## src/rtl/ivt_pkg.sv

```systemverilog
package ivt_pkg;
  // control byte fields; positions matter because the source select
  // and run-mode logic decode them directly
  localparam int CtlStart   = 0;
  localparam int CtlOutMode = 2;
  localparam int CtlOneShot = 3;
  localparam int CtlForce   = 4;
  localparam int CtlSrcLo   = 5;
  localparam int CtlSrcHi   = 6;

  typedef enum logic [1:0] {
    REG_LO   = 2'd0,
    REG_HI   = 2'd1,
    REG_CTRL = 2'd2,
    REG_NONE = 2'd3
  } reg_sel_e;
endpackage

```

## src/rtl/ivt_cnt_sync.sv

```systemverilog
module ivt_cnt_sync #(
  parameter int STAGES = 2
) (
  input  logic clk,
  input  logic rst_n,
  input  logic pin,
  output logic rise,
  output logic level_prev
);
  logic [STAGES-1:0] chain_q;
  logic              prev_q;

  always_ff @(posedge clk) begin
    if (!rst_n) begin
      chain_q <= '0;
      prev_q  <= 1'b0;
    end else begin
      chain_q <= {chain_q[STAGES-2:0], pin};
      prev_q  <= chain_q[STAGES-1];
    end
  end

  assign rise       = chain_q[STAGES-1] & ~prev_q;
  assign level_prev = prev_q;
endmodule

```

## src/rtl/ivt_src_sel.sv

```systemverilog
module ivt_src_sel #(
  parameter bit CASCADE = 1'b0
) (
  input  logic [1:0] src_bits,
  input  logic       pin_rise,
  input  logic       pin_prev,
  input  logic       casc_uf,
  output logic       step_ok
);
  generate
    if (CASCADE) begin : g_four_way
      // four-way source for the chained timer
      always_comb begin
        unique case (src_bits)
          2'b00:   step_ok = 1'b1;
          2'b01:   step_ok = pin_rise;
          2'b10:   step_ok = casc_uf;
          default: step_ok = casc_uf & pin_prev;
        endcase
      end
    end else begin : g_two_way
      // clock or pin edges only
      logic unused_inputs;
      assign unused_inputs = ^{src_bits[1], pin_prev, casc_uf};
      assign step_ok = src_bits[0] ? pin_rise : 1'b1;
    end
  endgenerate
endmodule

```

## src/rtl/ivt_core.sv

```systemverilog
module ivt_core
  import ivt_pkg::*;
#(
  parameter int DATA_W = 8,
  localparam int CNT_W = 2 * DATA_W
) (
  input  logic              clk,
  input  logic              rst_n,
  input  logic              wr_lo,
  input  logic              wr_hi,
  input  logic              wr_ctrl,
  input  logic [DATA_W-1:0] wdata,
  input  logic              src_ok,
  output logic [CNT_W-1:0]  count,
  output logic [DATA_W-1:0] ctrl,
  output logic              uf,
  output logic              irq,
  output logic              out
);
  logic [CNT_W-1:0]  latch_q, cnt_q;
  logic [DATA_W-1:0] cr_q, cr_n;
  logic en_q, force_q, hiload_q, irq_q, tog_q, start_d;
  logic tick, load;

  assign tick = en_q & src_ok;
  assign uf   = tick & (cnt_q == '0);
  assign load = uf | force_q | hiload_q;

  // reload latch, byte-wise
  always_ff @(posedge clk) begin
    if (!rst_n) begin
      latch_q <= '1;
    end else begin
      if (wr_lo) latch_q[DATA_W-1:0]     <= wdata;
      if (wr_hi) latch_q[CNT_W-1:DATA_W] <= wdata;
    end
  end

  // count register, load beats decrement
  always_ff @(posedge clk) begin
    if (!rst_n)    cnt_q <= '1;
    else if (load) cnt_q <= latch_q;
    else if (tick) cnt_q <= cnt_q - 1'b1;
  end

  // control byte, force bit never stored
  always_comb begin
    cr_n = cr_q;
    if (wr_ctrl) begin
      cr_n = wdata;
      cr_n[CtlForce] = 1'b0;
    end
    if (wr_hi && cr_q[CtlOneShot]) cr_n[CtlStart] = 1'b1;
    if (uf && cr_q[CtlOneShot])    cr_n[CtlStart] = 1'b0;
  end

  always_ff @(posedge clk) begin
    if (!rst_n) begin
      cr_q     <= '0;
      en_q     <= 1'b0;
      force_q  <= 1'b0;
      hiload_q <= 1'b0;
      irq_q    <= 1'b0;
      start_d  <= 1'b0;
    end else begin
      cr_q     <= cr_n;
      // enable is the start bit seen one cycle later
      en_q     <= cr_q[CtlStart] & ~(uf & cr_q[CtlOneShot]);
      force_q  <= wr_ctrl & wdata[CtlForce];
      hiload_q <= wr_hi & ~en_q & ~cr_q[CtlOneShot];
      irq_q    <= uf;
      start_d  <= cr_q[CtlStart];
    end
  end

  // toggle state
  always_ff @(posedge clk) begin
    if (!rst_n)                             tog_q <= 1'b1;
    else if (cr_q[CtlStart] && !start_d)    tog_q <= 1'b0;
    else if (uf)                            tog_q <= ~tog_q;
  end

  assign count = cnt_q;
  assign ctrl  = cr_q;
  assign irq   = irq_q;
  assign out   = cr_q[CtlOutMode] ? tog_q : irq_q;


  dec_step_chk: assert property (@(posedge clk) disable iff (!rst_n)
    (tick && !load) |=> (cnt_q == $past(cnt_q) - 1'b1));


  hold_stopped_chk: assert property (@(posedge clk) disable iff (!rst_n)
    (!en_q && !force_q && !hiload_q) |=> $stable(cnt_q));


  oneshot_stop_chk: assert property (@(posedge clk) disable iff (!rst_n)
    (uf && cr_q[CtlOneShot]) |=> (!cr_q[CtlStart] && !en_q));


  irq_reload_chk: assert property (@(posedge clk) disable iff (!rst_n)
    (irq_q && !$past(wr_lo || wr_hi)) |-> (cnt_q == latch_q));


  tog_clear_chk: assert property (@(posedge clk) disable iff (!rst_n)
    (cr_q[CtlStart] && !start_d) |=> !tog_q);
endmodule

```

## src/rtl/ivt_dual_timer.sv

```systemverilog
module ivt_dual_timer
  import ivt_pkg::*;
#(
  parameter int DATA_W      = 8,
  parameter int SYNC_STAGES = 2
) (
  input  logic              clk,
  input  logic              rst_n,
  input  logic              cnt_in,
  input  logic              tmr_sel,
  input  logic [1:0]        reg_addr,
  input  logic              wr_en,
  input  logic [DATA_W-1:0] wdata,
  output logic [DATA_W-1:0] rdata,
  output logic              irq_a,
  output logic              irq_b,
  output logic              out_a,
  output logic              out_b
);
  localparam int NTMR  = 2;
  localparam int CNT_W = 2 * DATA_W;

  reg_sel_e          rsel;
  logic              pin_rise, pin_prev;
  logic [NTMR-1:0]   uf_v, ok_v, irq_v, out_v;
  logic [CNT_W-1:0]  cnt_v  [NTMR];
  logic [DATA_W-1:0] ctrl_v [NTMR];
  logic              unused_last_uf;

  assign rsel = reg_sel_e'(reg_addr);
  assign unused_last_uf = uf_v[NTMR-1];

  ivt_cnt_sync #(.STAGES(SYNC_STAGES)) u_sync (
    .clk(clk), .rst_n(rst_n), .pin(cnt_in),
    .rise(pin_rise), .level_prev(pin_prev)
  );

  generate
    for (genvar g = 0; g < NTMR; g++) begin : g_tmr
      logic sel_me, casc;
      assign sel_me = wr_en && (tmr_sel == 1'(g));
      if (g == 0) begin : g_head
        assign casc = 1'b0;
      end else begin : g_chain
        assign casc = uf_v[g-1];
      end

      ivt_src_sel #(.CASCADE(g != 0)) u_src (
        .src_bits(ctrl_v[g][CtlSrcHi:CtlSrcLo]),
        .pin_rise(pin_rise), .pin_prev(pin_prev),
        .casc_uf(casc), .step_ok(ok_v[g])
      );

      ivt_core #(.DATA_W(DATA_W)) u_core (
        .clk(clk), .rst_n(rst_n),
        .wr_lo(sel_me && rsel == REG_LO),
        .wr_hi(sel_me && rsel == REG_HI),
        .wr_ctrl(sel_me && rsel == REG_CTRL),
        .wdata(wdata), .src_ok(ok_v[g]),
        .count(cnt_v[g]), .ctrl(ctrl_v[g]),
        .uf(uf_v[g]), .irq(irq_v[g]), .out(out_v[g])
      );
    end
  endgenerate

  // read mux
  always_comb begin
    unique case (rsel)
      REG_LO:   rdata = cnt_v[tmr_sel][DATA_W-1:0];
      REG_HI:   rdata = cnt_v[tmr_sel][CNT_W-1:DATA_W];
      REG_CTRL: rdata = ctrl_v[tmr_sel];
      default:  rdata = '0;
    endcase
  end

  assign irq_a = irq_v[0];
  assign irq_b = irq_v[1];
  assign out_a = out_v[0];
  assign out_b = out_v[1];


  force_reads_zero_chk: assert property (@(posedge clk) disable iff (!rst_n)
    (rsel == REG_CTRL) |-> !rdata[CtlForce]);
endmodule

```

## config.mk

```make
export PLATFORM = sky130hd
export DESIGN_NAME = ivt_dual_timer
export DESIGN_NICKNAME = d
export VERILOG_FILES = /design/src/rtl/ivt_pkg.sv /design/src/rtl/ivt_cnt_sync.sv /design/src/rtl/ivt_src_sel.sv /design/src/rtl/ivt_core.sv /design/src/rtl/ivt_dual_timer.sv
export SDC_FILE = /design/constraint.sdc
export NUM_CORES = 1
export LEC_CHECK = 0
export ABC_CLOCK_PERIOD_IN_PS = 5300
export CAP_MARGIN = 20
export CORE_UTILIZATION = 55
export CTS_CLUSTER_DIAMETER = 150
export CTS_CLUSTER_SIZE = 25
export DETAILED_ROUTE_END_ITERATION = 6
export PLACE_DENSITY = 0.81
export SYNTH_ARGS = -nofsm -noshare
export SYNTH_HDL_FRONTEND = slang
export SYNTH_HIERARCHICAL = 1
export SYNTH_SLANG_ARGS = --single-unit
```

## constraint.sdc

```tcl
create_clock -name clk -period 5.3 [get_ports clk]
set_input_delay 0.53 -clock clk [delete_from_list [all_inputs] [get_ports clk]]
set_output_delay 0.53 -clock clk [all_outputs]
set_load 0.1 [all_outputs]
```

Yosys cells after proc, flatten, opt, wreduce, memory -nomap -nowiden
Index checks and enable logic that the tools add are counted.
- register bits: 93
- word-level logic and storage cells: 114
- bits of input ports: 15
- reduce and logical (&&, ||, !) cells: 28
- bitwise operators: 32
- multiplexer cells: 23
- add/sub/neg operators: 2
- eq/ne operators: 4
- magnitude comparators: 1
- operators with widths (kind ; number):
    2-to-1 mux 16 bit ; 7
    logical NOT 16 bit ; 2
    subtractor 16 x 1 -> 16 bit, second input constant ; 2
    2-to-1 mux 8 bit ; 3
    one-hot mux 8 bit (3 select lines) ; 1
    AND 1 bit ; 16
    logical AND 1 bit ; 14
    nonzero test 2 bit ; 6
    2-to-1 mux 1 bit ; 11
    NOT 1 bit ; 11
    equality test 2 x 1 -> 1 bit, second input constant ; 2
    equality test 2 bit, second input constant ; 2
    logical NOT 2 bit ; 2
    OR 1 bit ; 4
    OR reduction 2 bit ; 2
    one-hot mux 1 bit (3 select lines) ; 1
    >= comparator 2 bit, second input constant ; 1
    logical NOT 1 bit ; 2
    NOT 1 -> 2 bit ; 1

Logic depth before layout (Yosys ltp)
- depth in word-level cells: 12
- gate-level depth with buffers: 13

Cells and area by module
Netlist, hierarchy kept.
- by module, submodules not included (module ; seq. area each (µm²) ; cells an instance ; instances ; area each (µm²)):
    ivt_core ; 900.9 ; 201 ; 2 ; 1940.6
    ivt_dual_timer ; 0.0 ; 56 ; 1 ; 478.0
    ivt_cnt_sync ; 60.1 ; 7 ; 1 ; 92.6
    ivt_src_sel at g_tmr[1].u_src ; 0.0 ; 3 ; 1 ; 23.8
    ivt_src_sel at g_tmr[0].u_src ; 0.0 ; 1 ; 1 ; 6.3

Worst setup path after synthesis
No wires, ideal clock.
- path type: input to output
- start: in tmr_sel
- end: out rdata[2]
- data arrival time: 2.517 ns
- stages: 4
- slack: 2.253 ns
- cells stage by stage: buf_6 buf_4 mux2i_1 o221ai_1
- word-level cells in the longest chain between the ends: 5
- elaborated cells between the ends (all ways): 8
- classes of those cells: mux (7); bitwise (1)
- ends and longest elaborated chain (element ; RTL line ; text):
    from (decl) ; ivt_dual_timer.sv:10 ; input logic tmr_sel,
    NOT 1 -> 2 bit (not written as such) * ; ivt_dual_timer.sv:69, ivt_dual_timer.sv:70, ivt_dual_timer.sv:71 ;
    2-to-1 mux 8 bit (not written as such) or 2-to-1 mux 16 bit (tied branches) (3 in series) ; ivt_dual_timer.sv:71, ivt_dual_timer.sv:70 ;
    one-hot mux 8 bit (3 select lines) * ; ivt_dual_timer.sv:68 ; unique case (rsel)
    to (decl) ; ivt_dual_timer.sv:14 ; output logic [DATA_W-1:0] rdata,
Every way passes the cells marked *; elsewhere a longest branch is shown, timed or not. The select of a mux whose other input is x is not followed.

Worst setup path after layout
- start: in tmr_sel
- end: out rdata[6]
Same word-level chain as after synthesis.

==> results.cfg <==
[setup_path]
slowest_stage = clkdlybuf4s50_1
worstSetupPathType = in2out
slowest_delay_ns = 1.18
critPathBufInv = 3
worst-r2r-setup-slack_ns = 2.10
path_max_fanout = 21
cp-start-kind = primary input
critical_path_required_ns = 4.77
rr_endpoint = g_tmr[1].u_core/count[9]$_SDFFE_PN1P_
timing.rr.start = g_tmr[0].u_core/count[3]$_SDFFE_PN1P_
reg2reg_depth = 11
cpLargestDelayFamily = buffers and inverters
crit_arrival_ns = 2.94
cpMostUsedCell = buf_4
cp_cell_sequence = clkdlybuf4s50_1 -> buf_4 -> mux2i_1 -> or3_1 -> o221ai_1 -> buf_4
endpoint_kind = output port

[grt]
grt_max_degree = 56
grt_pass1_wl_mm = 16.9
antenna_found_initial = 0
first_global_vias = 3330
grt_usage = 0.261
overflow = 0

[cts]
cts_buffers = 9
cts.htree.levels = 3
cts_resized = 0
clk_latency_ns = 0.37
postCtsSetupRepairBufs = 0
clk_pin_slew_ns = 0.08
clkSinkCount = 93
ctsHoldBuffers = 0
root_buffer = clkbuf_8
cts_tree = built
cts_buffer_depth = 2

[flow_run]
maxCapViolCount = 0

[hold_path]
hp-class = reg2reg
min_to = u_sync/chain_q[1]$_SDFF_PN0_
holdCritStartpoint = u_sync/chain_q[0]$_SDFF_PN0_
holdPathStages = 1

[timing]
tightest_slew_ns = 1.10
setup_viol = 0
max_freq_ghz = 0.288
tns_ns = 0
min_period_ns = 3.47
worst_clock_skew_ns = 0.0133
fin_crit_sh = 0.655
maxSlewHeadroom = 0.265
rsz0062_at_grt = false
hold_viol_final = 0
drv_slew = 0

[finish]
n_fill_cell = 661
final_cell_mix = dfxtp_1, mux2i_1, nand2_1, nor2_1
layout-drive-gt1-share = 0.126
syn2layout_area_growth_pct = 10.9
layout_commonest_cell = dfxtp_1
fin_area_sq_um = 4970
regArea_sq_um = 1860
fin_nets = 500
final_util = 0.636
multi_input_comb_area_sq_um = 2460
antenna_cells = 0

[die]
chipHeight_microns = 92.2
start_util = 0.574
die-area_sq_um = 8510
fp.coreArea_sq_um = 7810
die_w_microns = 92.2
io_pins = 27
row_count = 32

[pwr]
peakVddDrop_v = 0.000135
powerDensity_nw_per_um2 = 274
power_leakage_nw = 1.74

[place]
gp_congestion = 0.854
hpwl_mm = 7.07
postPlaceCellArea_sq_um = 4740
port_buffers = 26

[detailed_routing]
vias = 3405
routed_wl_mm = 10.3
dr.pass1.iters = 4
initialDrtViolationCount = 224
final_antenna_net_count = 0
wl_per_cell_microns = 17.5
vias_per_cell = 5.79
drcViolationCount = 0

[logic_synthesis]
synth_area_sq_um = 4480
syn_avg_cell_area_sq_um = 9.57
ys_warn_count = 6
synth_nets = 487
syn_inst = 468

[outcome]
status = finished clean
==> worst register-to-register path, cell delays in order, from the launching register on <==
cell,delay (ns)
dfxtp_1,0.37
nor4_2,0.43
nand4_1,0.29
nor2_2,0.32
nor2b_2,0.07
a21oi_1,0.32
and3b_1,0.28
nand3b_1,0.16
o21ai_2,0.33
buf_8,0.24
mux2i_1,0.21
nand2_1,0.07
==> per-stage QoR <==
step	instances	setup slack [ns]	total power, mW	hold WS (ns)
final	588	1.83	1.36	0.434
after global routing	588	1.72	1.41	0.448
after CTS	586	1.66	1.37	0.433
after detailed placement	570	1.69	0.900	0.413
after global placement	570	1.80	0.897	0.413
after floorplan	468	2.25	0.856	0.406
==> worst max-delay path by stage <==
stage                                          startpoint                                    end  cells past startpoint
finish                                            tmr_sel                               rdata[6]                      6
global route                                      tmr_sel                               rdata[6]                      6
CTS                 g_tmr[0].u_core/count[3]$_SDFFE_PN1P_  g_tmr[1].u_core/count[2]$_SDFFE_PN1P_                     10
detailed placement  g_tmr[0].u_core/count[3]$_SDFFE_PN1P_  g_tmr[1].u_core/count[2]$_SDFFE_PN1P_                     10
global placement    g_tmr[0].u_core/count[3]$_SDFFE_PN1P_  g_tmr[1].u_core/count[2]$_SDFFE_PN1P_                     10
floorplan                                         tmr_sel                               rdata[2]                      4
==> final cells by class <==
cell class	count	area share
multi-input cells	338	0.495
inverters	6	0.00454
repair buffers	33	0.0595
flip-flops and latches	93	0.375
well taps	102	0.0257
clock inverters	5	0.0121
clock buffers	11	0.0285
==> report_power, final <==
part / internal, mW / total (mW) / switching, mW
Combinational: 0.0521 / 0.157 / 0.105
Clock: 0.231 / 0.475 / 0.244
Sequential: 0.714 / 0.729 / 0.0149
Total: 0.997 / 1.36 / 0.364
==> per-layer routing <==
metal,share of wire,up-vias,GRT usage,wire [microns]
li1,-,1662,-,-
met1,0.46,1647,0.345,4740
met2,0.48,76,0.414,4930
met3,0.033,20,0.0415,336
met4,0.026,0,0.130,270
met5,0,-,0,0
Power figures use the tool's default switching activity.
